**src/rtl/ofdm_cyc_ext_pkg.sv**
```systemverilog
package ofdm_cyc_ext_pkg;

  // Blackman-Harris window value at position k of len, scaled to 2^(cw-1).
  function automatic int bh_coef(int k, int len, int cw);
    real ph;
    real w;
    ph = 2.0 * 3.14159265358979 * real'(k) / real'(len - 1);
    w  = 0.35875 - 0.48829 * $cos(ph) + 0.14128 * $cos(2.0 * ph)
         - 0.01168 * $cos(3.0 * ph);
    return $rtoi(w * real'(1 << (cw - 1)) + 0.5);
  endfunction

  // Body index read at extended position k: prefix wraps to the tail.
  function automatic int ext_index(int k, int nfft, int half);
    return (k + nfft - half) % nfft;
  endfunction

  // Fixed-point window product with round-half-up and clamp.
  function automatic longint scale_sat(longint x, longint c, int cw, int dw);
    longint p;
    longint hi;
    longint lo;
    p  = (x * c + (longint'(1) <<< (cw - 2))) >>> (cw - 1);
    hi = (longint'(1) <<< (dw - 1)) - 1;
    lo = -(longint'(1) <<< (dw - 1));
    if (p > hi) p = hi;
    else if (p < lo) p = lo;
    return p;
  endfunction

endpackage

```
**src/rtl/ofdm_cyc_ext_buf.sv**
```systemverilog
module ofdm_cyc_ext_buf #(
  parameter int N_FFT = 16,
  parameter int N_QAM = 12,
  parameter int DW    = 12,
  localparam int AW   = $clog2(N_FFT)
) (
  input  logic                 clk,
  input  logic                 rst_n,
  input  logic                 in_valid,
  input  logic                 in_pad,
  input  logic signed [DW-1:0] in_re,
  input  logic signed [DW-1:0] in_im,
  output logic                 in_ready,
  output logic                 wr_fire,
  output logic                 wr_bank,
  output logic [1:0]           bank_full,
  input  logic                 rd_en,
  input  logic                 rd_bank,
  input  logic [AW-1:0]        rd_idx,
  input  logic                 rd_done,
  output logic signed [DW-1:0] rd_re,
  output logic signed [DW-1:0] rd_im
);

  localparam logic [AW-1:0] LAST_FULL = AW'(N_FFT - 1);
  localparam logic [AW-1:0] LAST_PAD  = AW'(N_QAM - 1);

  logic signed [DW-1:0] mem_re [2*N_FFT];
  logic signed [DW-1:0] mem_im [2*N_FFT];
  logic [AW-1:0] wcnt;
  logic          cur_pad;
  logic          pad_eff;
  logic          wr_last;
  logic [AW:0]   blen [2];
  logic [1:0]    set_v;
  logic [1:0]    clr_v;

  assign in_ready = !bank_full[wr_bank];
  assign wr_fire  = in_valid && in_ready;
  assign pad_eff  = (wcnt == '0) ? in_pad : cur_pad;
  assign wr_last  = wr_fire && (wcnt == (pad_eff ? LAST_PAD : LAST_FULL));
  assign set_v    = wr_last ? (2'b01 << wr_bank) : 2'b00;
  assign clr_v    = rd_done ? (2'b01 << rd_bank) : 2'b00;

  always_ff @(posedge clk) begin
    if (wr_fire) begin
      mem_re[{wr_bank, wcnt}] <= in_re;
      mem_im[{wr_bank, wcnt}] <= in_im;
    end
  end

  always_ff @(posedge clk or negedge rst_n) begin
    if (!rst_n) begin
      wcnt      <= '0;
      wr_bank   <= 1'b0;
      cur_pad   <= 1'b0;
      bank_full <= 2'b00;
      blen[0]   <= '0;
      blen[1]   <= '0;
    end else begin
      bank_full <= (bank_full | set_v) & ~clr_v;
      if (wr_fire) begin
        if (wcnt == '0) cur_pad <= in_pad;
        if (wr_last) begin
          wcnt          <= '0;
          wr_bank       <= ~wr_bank;
          blen[wr_bank] <= pad_eff ? (AW+1)'(N_QAM) : (AW+1)'(N_FFT);
        end else begin
          wcnt <= wcnt + 1'b1;
        end
      end
    end
  end

  // Registered read; positions beyond the stored length read as zero.
  always_ff @(posedge clk) begin
    if (rd_en) begin
      if ({1'b0, rd_idx} < blen[rd_bank]) begin
        rd_re <= mem_re[{rd_bank, rd_idx}];
        rd_im <= mem_im[{rd_bank, rd_idx}];
      end else begin
        rd_re <= '0;
        rd_im <= '0;
      end
    end
  end

endmodule

```
**src/rtl/ofdm_cyc_ext_seq.sv**
```systemverilog
module ofdm_cyc_ext_seq
  import ofdm_cyc_ext_pkg::*;
#(
  parameter int N_FFT = 16,
  parameter int N_G   = 4,
  localparam int AW   = $clog2(N_FFT),
  localparam int LEN  = N_FFT + N_G,
  localparam int KW   = $clog2(LEN),
  localparam int NH   = N_G / 2
) (
  input  logic          clk,
  input  logic          rst_n,
  input  logic [1:0]    bank_full,
  output logic          rd_en,
  output logic          rd_bank,
  output logic [AW-1:0] rd_idx,
  output logic [KW-1:0] rd_k,
  output logic          rd_first,
  output logic          rd_done
);

  logic          busy;
  logic [KW-1:0] k;

  assign rd_en    = busy;
  assign rd_k     = k;
  assign rd_first = busy && (k == '0);
  assign rd_done  = busy && (k == KW'(LEN - 1));
  assign rd_idx   = AW'(ext_index(int'(k), N_FFT, NH));

  always_ff @(posedge clk or negedge rst_n) begin
    if (!rst_n) begin
      busy    <= 1'b0;
      rd_bank <= 1'b0;
      k       <= '0;
    end else if (!busy) begin
      if (bank_full[rd_bank]) begin
        busy <= 1'b1;
        k    <= '0;
      end
    end else if (rd_done) begin
      busy    <= 1'b0;
      rd_bank <= ~rd_bank;
    end else begin
      k <= k + 1'b1;
    end
  end

endmodule

```
**src/rtl/ofdm_cyc_ext_win.sv**
```systemverilog
module ofdm_cyc_ext_win
  import ofdm_cyc_ext_pkg::*;
#(
  parameter int LEN = 20,
  parameter int DW  = 12,
  parameter int CW  = 12,
  localparam int KW = $clog2(LEN)
) (
  input  logic                 clk,
  input  logic                 rst_n,
  input  logic                 in_v,
  input  logic                 in_sos,
  input  logic [KW-1:0]        in_k,
  input  logic signed [DW-1:0] in_re,
  input  logic signed [DW-1:0] in_im,
  output logic                 out_valid,
  output logic                 out_sos,
  output logic signed [DW-1:0] out_re,
  output logic signed [DW-1:0] out_im
);

  logic [CW-1:0] coef [LEN];
  logic [CW-1:0] wsel;

  for (genvar g = 0; g < LEN; g++) begin : g_coef
    localparam logic [CW-1:0] C = CW'(bh_coef(g, LEN, CW));
    assign coef[g] = C;
  end

  assign wsel = coef[in_k];

  always_ff @(posedge clk or negedge rst_n) begin
    if (!rst_n) begin
      out_valid <= 1'b0;
      out_sos   <= 1'b0;
      out_re    <= '0;
      out_im    <= '0;
    end else begin
      out_valid <= in_v;
      out_sos   <= in_v && in_sos;
      if (in_v) begin
        out_re <= DW'(scale_sat(longint'(in_re), longint'(wsel), CW, DW));
        out_im <= DW'(scale_sat(longint'(in_im), longint'(wsel), CW, DW));
      end
    end
  end

endmodule

```
**src/rtl/ofdm_cyc_ext.sv**
```systemverilog
module ofdm_cyc_ext #(
  parameter int N_FFT = 16,
  parameter int N_G   = 4,
  parameter int N_QAM = 12,
  parameter int DW    = 12,
  parameter int CW    = 12
) (
  input  logic                 clk,
  input  logic                 rst_n,
  input  logic                 in_valid,
  input  logic                 in_pad,
  input  logic signed [DW-1:0] in_re,
  input  logic signed [DW-1:0] in_im,
  output logic                 in_ready,
  output logic                 out_valid,
  output logic                 out_sos,
  output logic signed [DW-1:0] out_re,
  output logic signed [DW-1:0] out_im
);

  localparam int AW  = $clog2(N_FFT);
  localparam int LEN = N_FFT + N_G;
  localparam int KW  = $clog2(LEN);

  if ((N_G % 2) != 0 || N_G < 2 || N_G > N_FFT) begin : g_bad_guard
    $error("guard length must be even, at least 2 and at most N_FFT");
  end
  if ((1 << AW) != N_FFT || N_QAM < 1 || N_QAM > N_FFT || CW < 2) begin : g_bad_size
    $error("N_FFT must be a power of two, N_QAM within 1..N_FFT, CW at least 2");
  end

  // Named internal events, observed by the bound checker.
  logic                 wr_fire;
  logic                 wr_bank;
  logic [1:0]           bank_full;
  logic                 rd_en;
  logic                 rd_bank;
  logic [AW-1:0]        rd_idx;
  logic [KW-1:0]        rd_k;
  logic                 rd_first;
  logic                 rd_done;
  logic signed [DW-1:0] rd_re;
  logic signed [DW-1:0] rd_im;
  logic                 s1_v;
  logic                 s1_sos;
  logic [KW-1:0]        s1_k;

  ofdm_cyc_ext_buf #(.N_FFT(N_FFT), .N_QAM(N_QAM), .DW(DW)) u_buf (
    .clk(clk), .rst_n(rst_n),
    .in_valid(in_valid), .in_pad(in_pad), .in_re(in_re), .in_im(in_im),
    .in_ready(in_ready), .wr_fire(wr_fire), .wr_bank(wr_bank),
    .bank_full(bank_full),
    .rd_en(rd_en), .rd_bank(rd_bank), .rd_idx(rd_idx), .rd_done(rd_done),
    .rd_re(rd_re), .rd_im(rd_im)
  );

  ofdm_cyc_ext_seq #(.N_FFT(N_FFT), .N_G(N_G)) u_seq (
    .clk(clk), .rst_n(rst_n), .bank_full(bank_full),
    .rd_en(rd_en), .rd_bank(rd_bank), .rd_idx(rd_idx), .rd_k(rd_k),
    .rd_first(rd_first), .rd_done(rd_done)
  );

  // Align position and flags with the registered buffer read.
  always_ff @(posedge clk or negedge rst_n) begin
    if (!rst_n) begin
      s1_v   <= 1'b0;
      s1_sos <= 1'b0;
      s1_k   <= '0;
    end else begin
      s1_v   <= rd_en;
      s1_sos <= rd_first;
      s1_k   <= rd_k;
    end
  end

  ofdm_cyc_ext_win #(.LEN(LEN), .DW(DW), .CW(CW)) u_win (
    .clk(clk), .rst_n(rst_n),
    .in_v(s1_v), .in_sos(s1_sos), .in_k(s1_k), .in_re(rd_re), .in_im(rd_im),
    .out_valid(out_valid), .out_sos(out_sos), .out_re(out_re), .out_im(out_im)
  );

endmodule

```
**config.mk**
```make
export PLATFORM = sky130hd
export DESIGN_NAME = ofdm_cyc_ext
export DESIGN_NICKNAME = d
export VERILOG_FILES = /design/src/rtl/ofdm_cyc_ext_pkg.sv /design/src/rtl/ofdm_cyc_ext_buf.sv /design/src/rtl/ofdm_cyc_ext_seq.sv /design/src/rtl/ofdm_cyc_ext_win.sv /design/src/rtl/ofdm_cyc_ext.sv
export SDC_FILE = /design/constraint.sdc
export NUM_CORES = 1
export LEC_CHECK = 0
export ABC_CLOCK_PERIOD_IN_PS = 12100
export BUFFER_PORTS_ARGS = -buffer_cell sky130_fd_sc_hd__buf_2
export CORE_AREA = 2 2 327 329
export CTS_BUF_LIST = sky130_fd_sc_hd__clkbuf_4 sky130_fd_sc_hd__clkbuf_8 sky130_fd_sc_hd__clkbuf_16
export DETAILED_ROUTE_END_ITERATION = 8
export DIE_AREA = 0 0 329 331
export GPL_TIMING_DRIVEN = 0
export MAX_ROUTING_LAYER = met4
export PLACE_DENSITY_LB_ADDON = 0.25
export SYNTH_ARGS = -nofsm -noshare
export SYNTH_HDL_FRONTEND = slang
export SYNTH_SLANG_ARGS = --single-unit
```
**constraint.sdc**
```tcl
create_clock -name clk -period 12.1 [get_ports clk]
set_input_delay 0.605 -clock clk [delete_from_list [all_inputs] [get_ports clk]]
set_output_delay 0.605 -clock clk [all_outputs]
set_load 0.02 [all_outputs]
```
==> impl_metrics.json <==
{
  "cts_max_level": 3,
  "coreArea_um2": 105000,
  "min_path_type": "input pin to async pin",
  "synth_nets": 3118,
  "slew_headroom": 0.248,
  "ys.flop_type": "edfxtp_1",
  "synth_top_area_cell": "edfxtp_1",
  "whs_ns": -0.00962,
  "cts_buffers": 87,
  "wl_um": 109000,
  "fin_ws_ns": 3.98,
  "ioPinCount": 55,
  "skew_ns": 0.0359,
  "start_kind": "register",
  "netlist_area_um2": 41800,
  "clkLatencyLatePin_ns": 0.67,
  "wl_met1_um": 47700,
  "vias": 23814,
  "initial_core_util": 0.398,
  "timing.max_cap.violations": 0,
  "grt_util_all_layers": 0.208,
  "grt-ovfl-total": 0,
  "die_height_um": 331,
  "netlist_instances": 2749,
  "clock-sinks": 844,
  "highest_layer": "met4",
  "portBuffers": 54,
  "drc": 0,
  "grt_setup_unrepaired": "false",
  "num_antenna_cells": 0,
  "required_ns": 12.63,
  "holdBufCountCts": 0,
  "synthArstFlopShare": 0.0616,
  "yosys_warnings": 0,
  "grt_max_degree": 53,
  "post-route-min-period_ns": 8.12,
  "synth_edf_count": 792,
  "ys_ff_latch": 844,
  "synth_top_area_frac": 0.569,
  "place_congestion": 0.936,
  "clk_path_buf_depth": 3,
  "fillers": 9216,
  "crit_fanout": 10,
  "final_hold_viol_count": 14,
  "synth_common_cells": "edfxtp_1, inv_1, mux2i_1",
  "clock-root-buffer": "clkbuf_16",
  "finalMaxSlewViolations": 0,
  "ctsResizeCount": 0,
  "clkSlewWorstSetupHoldPaths_ns": 0.07,
  "crit_type": "register to register",
  "area_growth_syn_to_layout_pct": 13.0,
  "place_ws_ns": 4.05,
  "setup_viol": 0,
  "post-route-period-util": 0.671,
  "yosysUniqueCellTypes": 73,
  "first_global_vias": 24569,
  "grt_pass1_wl_um": 161000,
  "drt-initial-drc-count": 2089,
  "fin_setup_tns_ns": 0,
  "antenna_found_initial": 1,
  "synth_area_leaders": "edfxtp_1, fa_1, mux4_2",
  "crit_path_end_kind": "register",
  "max_slew.worst_pin.slew_ns": 1.12,
  "nNetsFinal": 3277,
  "layout-drive-gt1-share": 0.128,
  "syn-mean-instance-area_um2": 15.2,
  "cts_setup_buffers": 0,
  "place_hpwl_um": 75200,
  "die_area_um2": 109000,
  "wl_met2_um": 51100,
  "dieWidth_um": 329,
  "routedWlPerCell_um": 24.9,
  "vias_per_cell": 5.45,
  "yosys.cell_count.top_type": "edfxtp_1",
  "cts_tree": "done",
  "firstDrtPassIters": 5,
  "status": "finished, violations left",
  "routed-wl-met3_um": 6240,
  "worstPathArrival_ns": 8.65,
  "row_count": 119,
  "detail-route-antenna-nets": 0,
  "violations": "hold timing",
  "fmax_mhz": 123,
  "yosysSeqAreaShare": 0.601
}
[path summary, 6_finish.rpt]
path	cells after the start	end	startpoint	slack [ns]
worst max-delay path	26	u_win.out_im[4]	s1_k[0]	3.98
worst min-delay path	1	u_win.out_valid	rst_n	-0.01
worst max register to register	26	u_win.out_im[4]	s1_k[0]	3.98
worst min register to register	0	s1_k[4]	u_seq.rd_k[4]	0.43
max in group asynchronous	1	u_buf.cur_pad	rst_n	11.55
min in group clk	3	u_buf.cur_pad	in_valid	0.29
[sequential cells by signal, summed over array words and instances (netlist names)]
register,flops
u_buf.wr_bank,1
u_win.out_valid,1
u_buf.rd_im,12
u_seq.rd_bank,1
u_buf.blen,4
u_win.out_sos,1
u_buf.mem_re,384
s1_v,1
s1_sos,1
u_buf.bank_full,2
u_buf.mem_im,384
u_buf.wcnt,4
u_seq.rd_en,1
u_win.out_re,12
u_seq.rd_k,5
u_buf.cur_pad,1
s1_k,5
u_win.out_im,12
u_buf.rd_re,12
[worst max-delay path: stages (launching register included)]
cell and delay (ns):
dfrtp_1 0.47, inv_1 0.13, ha_1 0.36, nand2_1 0.14
o31ai_1 0.09, o21ai_0 0.80, clkbuf_1 0.59, nand2_1 0.17
fa_1 0.54, fa_1 0.52, inv_1 0.05, fa_1 0.47
fa_1 0.55, inv_1 0.06, fa_1 0.53, inv_1 0.04
ha_1 0.34, nand2_1 0.06, o21ai_0 0.29, a22oi_1 0.19
o31ai_2 0.46, a31o_2 0.26, a21oi_2 0.08, xnor2_2 0.19
o31ai_1 0.13, buf_4 0.19, a221o_1 0.30
[stage by stage]
step,util,std cells,cell area [um^2],hold WS (ns)
2_1_floorplan,-,2749,41800,0.309
3_3_place_gp,0.417,4194,43800,0.403
3_5_place_dp,0.422,4210,44200,0.420
4_1_cts,0.450,4371,47200,0.245
5_1_grt,0.450,4371,47200,0.0354
6_report,0.450,4371,47200,-0.00962
[layer usage]
layer	global-route usage	vias up
li1	-	10564
met1	0.283	12388
met3	0.0263	126
met5	-	-
met4	0.0723	0
met2	0.326	736
[area by class of cell]
| cell class | count | area, um^2 | share of cell area |
|---|---|---|---|
| tap | 1391 | 1740 | 0.0369 |
| sequential | 844 | 25100 | 0.531 |
| timing repair buffer | 70 | 553 | 0.0117 |
| clock inverter | 55 | 593 | 0.0126 |
| buffer | 149 | 597 | 0.0126 |
| multi-input combinational | 1514 | 15400 | 0.325 |
| clock buffer | 106 | 2370 | 0.0501 |
| inverter | 242 | 908 | 0.0192 |
[layout by cell type (no fill, tap or decap), types with 96 or more instances in the layout]
cell / synthesis / final
nor2_1: 129 / 100
mux4_2: 96 / 96
and2_1: 112 / 112
nand2_1: 164 / 164
mux2i_1: 196 / 196
edfxtp_1: 792 / 792
a221oi_1: 97 / 97
ha_1: 161 / 161
clkbuf_1: 107 / 107
fa_1: 180 / 180
inv_1: 240 / 240
[kinds of logic (layout without fill, tap and decap cells)]
kind of cell | after synthesis | in the layout | share of synthesized area
and+or+nand+nor | 484 | 484 | 0.0553
buffers and inverters | 391 | 622 | 0.0360
xor gates and xnor gates | 31 | 31 | 0.00668
adders and majority gates | 341 | 341 | 0.135
DFF | 844 | 844 | 0.601
AOI/OAI and AO/OA | 361 | 361 | 0.0668
muxes | 297 | 297 | 0.100
Power is not shown: default switching activity piles up to over one toggle a cycle in this logic, so the estimate is an artifact.
